**config.mk**
```make
export PLATFORM = sky130hd
export DESIGN_NAME = tagged_fp_regfile
export DESIGN_NICKNAME = d
export VERILOG_FILES = /design/src/rtl/rf_tag_pkg.sv /design/src/rtl/rf_tag_entry.sv /design/src/rtl/rf_tag_readport.sv /design/src/rtl/tagged_fp_regfile.sv
export SDC_FILE = /design/constraint.sdc
export NUM_CORES = 2
export LEC_CHECK = 0
export BUFFER_PORTS_ARGS = -buffer_cell sky130_fd_sc_hd__buf_2
export CAP_MARGIN = 15
export CORE_MARGIN = 8
export CORE_UTILIZATION = 60
export DETAILED_ROUTE_END_ITERATION = 10
export GPL_ROUTABILITY_DRIVEN = 0
export GPL_TIMING_DRIVEN = 0
export PLACE_DENSITY = 0.78
export SETUP_SLACK_MARGIN = 0.05
export SLEW_MARGIN = 20
export SYNTH_ARGS = -nofsm -noshare
export SYNTH_HDL_FRONTEND = slang
export SYNTH_SLANG_ARGS = --single-unit
export TNS_END_PERCENT = 20
```
**constraint.sdc**
```tcl
create_clock -name clk -period 4.2 [get_ports clk]
set_input_delay 0.42 -clock clk [delete_from_list [all_inputs] [get_ports clk]]
set_output_delay 0.42 -clock clk [all_outputs]
set_load 0.01 [all_outputs]
```
**src/rtl/rf_tag_pkg.sv**
```systemverilog
package rf_tag_pkg;
    parameter int RF_REGS   = 16;
    parameter int RF_DATA_W = 64;
    parameter int RF_TAG_W  = 4;

    typedef enum logic {
        ENT_READY = 1'b0,
        ENT_WAIT  = 1'b1
    } ent_state_e;
endpackage

```
**src/rtl/rf_tag_entry.sv**
```systemverilog
module rf_tag_entry
    import rf_tag_pkg::*;
#(
    parameter int DATA_W = RF_DATA_W,
    parameter int TAG_W  = RF_TAG_W
) (
    input  logic              clk,
    input  logic              rst_n,
    input  logic              wr_sel,
    input  logic [TAG_W-1:0]  new_tag,
    input  logic              bus_en,
    input  logic [TAG_W-1:0]  bus_tag,
    input  logic [DATA_W-1:0] bus_data,
    output logic [TAG_W-1:0]  tag_o,
    output logic [DATA_W-1:0] val_o
);
    ent_state_e        st_q, st_d;
    logic [TAG_W-1:0]  tag_q, tag_d;
    logic [DATA_W-1:0] val_q, val_d;
    logic              hit, claim;

    always_comb begin
        hit   = bus_en && (st_q == ENT_WAIT) && (bus_tag == tag_q);
        claim = wr_sel && (new_tag != '0);
        st_d  = st_q;
        tag_d = tag_q;
        val_d = val_q;
        unique case (st_q)
            ENT_READY: begin
                if (claim) begin
                    st_d  = ENT_WAIT;
                    tag_d = new_tag;
                end
            end
            ENT_WAIT: begin
                if (hit) begin
                    val_d = bus_data;
                    st_d  = ENT_READY;
                    tag_d = '0;
                end
                if (claim) begin
                    st_d  = ENT_WAIT;
                    tag_d = new_tag;
                end
            end
        endcase
    end

    always_ff @(posedge clk or negedge rst_n) begin
        if (!rst_n) begin
            st_q  <= ENT_READY;
            tag_q <= '0;
            val_q <= '0;
        end else begin
            st_q  <= st_d;
            tag_q <= tag_d;
            val_q <= val_d;
        end
    end

    always_comb begin
        tag_o = tag_q;
        val_o = val_q;
    end

    AST_READY_MEANS_ZERO_TAG: assert property (@(posedge clk) disable iff (!rst_n)
        (st_q == ENT_READY) == (tag_q == '0));
    AST_HIT_LOADS_VALUE: assert property (@(posedge clk) disable iff (!rst_n)
        (hit && !claim) |=> (st_q == ENT_READY && tag_q == '0 && val_q == $past(bus_data)));
    AST_CLAIM_WINS: assert property (@(posedge clk) disable iff (!rst_n)
        claim |=> (st_q == ENT_WAIT && tag_q == $past(new_tag)));
    AST_QUIET_HOLDS: assert property (@(posedge clk) disable iff (!rst_n)
        (!hit && !claim) |=> ($stable(tag_q) && $stable(val_q)));
endmodule

```
**src/rtl/rf_tag_readport.sv**
```systemverilog
module rf_tag_readport
    import rf_tag_pkg::*;
#(
    parameter int NUM    = RF_REGS,
    parameter int DATA_W = RF_DATA_W,
    parameter int TAG_W  = RF_TAG_W,
    localparam int IDX_W = $clog2(NUM)
) (
    input  logic [IDX_W-1:0]          idx,
    input  logic [NUM-1:0][TAG_W-1:0]  tags,
    input  logic [NUM-1:0][DATA_W-1:0] vals,
    input  logic                      bus_en,
    input  logic [TAG_W-1:0]          bus_tag,
    input  logic [DATA_W-1:0]         bus_data,
    output logic [DATA_W-1:0]         val_o,
    output logic [TAG_W-1:0]          tag_o
);
    logic [TAG_W-1:0] sel_tag;

    always_comb begin
        sel_tag = tags[idx];
        if (sel_tag == '0) begin
            val_o = vals[idx];
            tag_o = '0;
        end else if (bus_en && bus_tag == sel_tag) begin
            val_o = bus_data;
            tag_o = '0;
        end else begin
            val_o = '0;
            tag_o = sel_tag;
        end
    end
endmodule

```
**src/rtl/tagged_fp_regfile.sv**
```systemverilog
module tagged_fp_regfile
    import rf_tag_pkg::*;
#(
    parameter int NUM    = RF_REGS,
    parameter int DATA_W = RF_DATA_W,
    parameter int TAG_W  = RF_TAG_W,
    localparam int IDX_W = $clog2(NUM)
) (
    input  logic              clk,
    input  logic              rst_n,
    input  logic              iss_en,
    input  logic [IDX_W-1:0]  iss_dst,
    input  logic [TAG_W-1:0]  iss_tag,
    input  logic [IDX_W-1:0]  src_a_idx,
    output logic [DATA_W-1:0] src_a_val,
    output logic [TAG_W-1:0]  src_a_tag,
    input  logic [IDX_W-1:0]  src_b_idx,
    output logic [DATA_W-1:0] src_b_val,
    output logic [TAG_W-1:0]  src_b_tag,
    input  logic              bus_en,
    input  logic [TAG_W-1:0]  bus_tag,
    input  logic [DATA_W-1:0] bus_data
);
    logic [NUM-1:0][TAG_W-1:0]  tag_arr;
    logic [NUM-1:0][DATA_W-1:0] val_arr;

    for (genvar g = 0; g < NUM; g++) begin : g_ent
        logic sel;
        assign sel = iss_en && (iss_dst == IDX_W'(g));
        rf_tag_entry #(.DATA_W(DATA_W), .TAG_W(TAG_W)) ent_i (
            .clk      (clk),
            .rst_n    (rst_n),
            .wr_sel   (sel),
            .new_tag  (iss_tag),
            .bus_en   (bus_en),
            .bus_tag  (bus_tag),
            .bus_data (bus_data),
            .tag_o    (tag_arr[g]),
            .val_o    (val_arr[g])
        );
    end

    rf_tag_readport #(.NUM(NUM), .DATA_W(DATA_W), .TAG_W(TAG_W)) rd_a_i (
        .idx(src_a_idx), .tags(tag_arr), .vals(val_arr),
        .bus_en(bus_en), .bus_tag(bus_tag), .bus_data(bus_data),
        .val_o(src_a_val), .tag_o(src_a_tag)
    );

    rf_tag_readport #(.NUM(NUM), .DATA_W(DATA_W), .TAG_W(TAG_W)) rd_b_i (
        .idx(src_b_idx), .tags(tag_arr), .vals(val_arr),
        .bus_en(bus_en), .bus_tag(bus_tag), .bus_data(bus_data),
        .val_o(src_b_val), .tag_o(src_b_tag)
    );

    AST_NO_STALE_TAG: assert property (@(posedge clk) disable iff (!rst_n)
        (src_a_tag != '0) |-> !(bus_en && bus_tag == src_a_tag));
    AST_PENDING_VALUE_ZERO: assert property (@(posedge clk) disable iff (!rst_n)
        (src_b_tag != '0) |-> (src_b_val == '0));
    AST_PORTS_AGREE: assert property (@(posedge clk) disable iff (!rst_n)
        (src_a_idx == src_b_idx) |-> (src_a_tag == src_b_tag && src_a_val == src_b_val));
endmodule

```
==> flow_summary.ini <==
[power]
ir_worst_vdd_mv = 0.403
power.leakage_nw = 30.2
power.density_nw_per_um2 = 675

[worst_setup_path]
cp-end-kind = output pin
r2r_cells = 6
path_max_fanout = 10
crit_path_max_incr_delay_ns = 0.86
crit_slowest_cell = clkdlybuf4s15_1
start_kind = input port
critical_path_class = input port to output pin
cp.required_ns = 3.78
cp.arrival_ns = 3.87
path_cells = buf_2, buf_4, clkdlybuf4s15_1, buf_1, mux4_2, mux4_2, inv_1, o22ai_1, buf_2

[sta]
slew_headroom_pct = 13.0
setup_ws_ns = -0.0872
slew_viol_final = 0
tightestPinTransition_ns = 1.31
timing.fmax_mhz = 233
fin_skew_ns = 0.0304
setup_violations = 14
rsz0062_at_grt = true
finalCritPeriodShare_pct = 102
layout_min_cycle_time_ns = 4.29
hold_viol_final = 0

[layout]
stdcell_area_um2 = 68100
fillCellCount = 7072
fin_nets = 4462
area_delta_synth_final_pct = 11.2
final_core_util_pct = 67.1
final_layout_size_suffix_gt1_share_pct = 52.1

[synth]
synth-seq-area-share_pct = 45.1
synth.area.top_cells = dfrtp_1 45%, mux4_2 24%, mux2_2 19%, nand2_1 1.5%, o22ai_2 1.2%
yosysMostFrequentCell = dfrtp_1
syn-instance-count = 4096
synth_top_area_share_pct = 45.1
syn_avg_cell_area_um2 = 14.9
ys_types = 46
ys_seq_elements = 1104
synth_common_cells = 1104 x dfrtp_1, 1031 x mux2_2, 661 x mux4_2
yosys_warnings = 0
netlist_area_um2 = 61200
syn_nets = 4184
synthArstFlopShare_pct = 100
synth_top_area_cell = dfrtp_1
synth_edf_count = 0
synth-main-ff-cell = dfrtp_1

[routing]
antenna_left = 0
routed_via_density = 7.09
vias = 41500
route.detailed.drc = 0
wirelength_um = 194000
drt_iter0_drc = 5045
routedWlPerCell_um = 33.2
dr.pass1.iters = 8

[floorplanning]
die_h_um = 335
std_cell_rows = 117
core_um2 = 101000
die_w_um = 335
die_area_um2 = 112000
ios = 224
start_util_pct = 60.3

[global_routing]
grtUsageTotal_pct = 34.5
grt_max_degree = 135
globalRouteMet3Util_pct = 9.97
gr-usage-met2_pct = 51.9
first_global_vias = 43400
overflow = 0
grtUsageMet1_pct = 44.9
antenna_found_initial = 18
grt_pass1_wl_um = 286000
grt_busiest_layer = met2

[cts]
clk_latency_ns = 0.74
cts.clk_slew.worst_paths_ns = 0.07
numCtsBuffers = 115
cts.htree.levels = 3
root_buffer = clkbuf_16
clock_path_buffers = 3
tritoncts = done
cts.sinks = 1104

[place]
postPlaceCellArea_um2 = 63900
port-buffer-count = 147
hpwl_um = 127000

[min_path]
hold_path_class = input port to async pin

[outcome]
violations = negative setup slack
outcome = finished with violations

[run]
drv_cap = 0
-- where the power goes --
part | switching (W) | internal [W] | total (W) | leakage (nW)
registers | 0.00368 | 0.0153 | 0.0190 | 14.2
logic | 0.00693 | 0.00960 | 0.0165 | 14.1
clock network | 0.00454 | 0.00589 | 0.0104 | 1.89
-- registers in the layout (all words and copies together), names as in the netlist --
register and flops:
g_ent.ent_i.val_o 1024, g_ent.ent_i.tag_o 64, g_ent.ent_i.st_q 16
-- critical path, delay by kind of cell --
kind            cells  cell delay, ns
mux                 2            0.92
buf+inv             6            2.39
compound gates      1            0.13
-- area by class of cell --
cell class | instances | area (um2) | share of cell area [%]
Antenna cell | 10 | 25.0 | 0.0368
Buffer | 458 | 2110 | 3.09
Clock buffer | 166 | 3330 | 4.89
Clock inverter | 46 | 484 | 0.711
Inverter | 153 | 574 | 0.844
Multi-Input combinational cell | 2381 | 31200 | 45.8
Sequential cell | 1104 | 27600 | 40.6
Tap cell | 1368 | 1710 | 2.51
Timing Repair Buffer | 161 | 1040 | 1.53
-- per-layer routing --
metal / share of wire (%) / vias up / routed length [um]
met2: 46 / 2698 / 88600
met4: 6.9 / 16 / 13400
met1: 36 / 21800 / 70600
li1: - / 16200 / -
met5: 0.057 / - / 111
met3: 11 / 769 / 21500
-- worst paths after layout --
| kind | start | to | slack [ns] |
|---|---|---|---|
| min in group clk | iss_tag[2] | g_ent[7].ent_i.tag_o[2]$_DFFE_PN0P_ | 0.16 |
| hold reg to reg | g_ent[7].ent_i.val_o[46]$_DFFE_PN0P_ | g_ent[7].ent_i.val_o[46]$_DFFE_PN0P_ | 0.52 |
| setup / recovery | src_a_idx[1] | src_a_val[61] | -0.09 |
| hold / removal | rst_n | g_ent[4].ent_i.tag_o[2]$_DFFE_PN0P_ | 0.16 |
| max in group asynchronous | rst_n | g_ent[0].ent_i.val_o[40]$_DFFE_PN0P_ | 1.51 |
| setup reg to reg | g_ent[14].ent_i.tag_o[1]$_DFFE_PN0P_ | g_ent[14].ent_i.val_o[54]$_DFFE_PN0P_ | 1.20 |
-- layout by cell type, fill, tap and decap left out, types with 12 or more instances in the layout --
| cell type | synthesis | final |
|---|---|---|
| dfrtp_1 | 1104 | 1104 |
| mux2_2 | 1031 | 1031 |
| mux4_2 | 661 | 661 |
| buf_2 | 136 | 284 |
| nand2_1 | 244 | 244 |
| clkbuf_1 | 189 | 177 |
| inv_1 | 151 | 151 |
| clkbuf_16 | 0 | 115 |
| buf_1 | 111 | 101 |
| o22ai_2 | 60 | 77 |
| mux2i_1 | 63 | 63 |
| o21ai_0 | 62 | 62 |
| o22ai_1 | 73 | 50 |
| clkbuf_2 | 0 | 38 |
| xor2_1 | 30 | 30 |
| xnor2_1 | 28 | 28 |
| clkinv_2 | 0 | 27 |
| clkbuf_8 | 0 | 26 |
| a22o_1 | 17 | 17 |
| buf_4 | 11 | 15 |
| a21boi_1 | 15 | 15 |
| nand3_1 | 13 | 13 |
| buf_6 | 11 | 12 |
| nand4_1 | 12 | 12 |
-- cell families after synthesis --
| group | Yosys count | synth area share [%] |
|---|---|---|
| mux | 1758 | 44.4 |
| flops | 1104 | 45.1 |
| buf+inv | 611 | 4.23 |
| simple gates | 313 | 2.16 |
| compound gates | 252 | 3.25 |
| xor+xnor | 58 | 0.830 |
-- repair_timing --
item / 4_1_cts / 5_1_grt
gates cloned: 0 / 0
hold endpoints to repair: 193 / 0
resized for setup: 26 / 62
buffers inserted: 4 / 0
endpoints found under the setup margin: 136 / 55
hold buffers: 1 / 0
pin swaps: 2 / 0
-- stage by stage --
| stage | setup WS [ns] | total power [W] | std cells | TNS (ns) | hold WS, ns |
|---|---|---|---|---|---|
| final | -0.0872 | 0.0460 | 5847 | -0.672 | 0.159 |
| after floorplan | 1.26 | 0.0300 | 4096 | 0 | 0.124 |
| after detailed placement | -0.690 | 0.0351 | 5620 | -32.65 | 0.299 |
| after global placement | -21.59 | 0.0341 | 5611 | - | 0.499 |
| after global routing | 0.00191 | 0.0478 | 5844 | 0 | 0.175 |
| after CTS | 0.0495 | 0.0455 | 5837 | 0 | 0.134 |
Note: power is estimated with default switching activity, not from simulation.
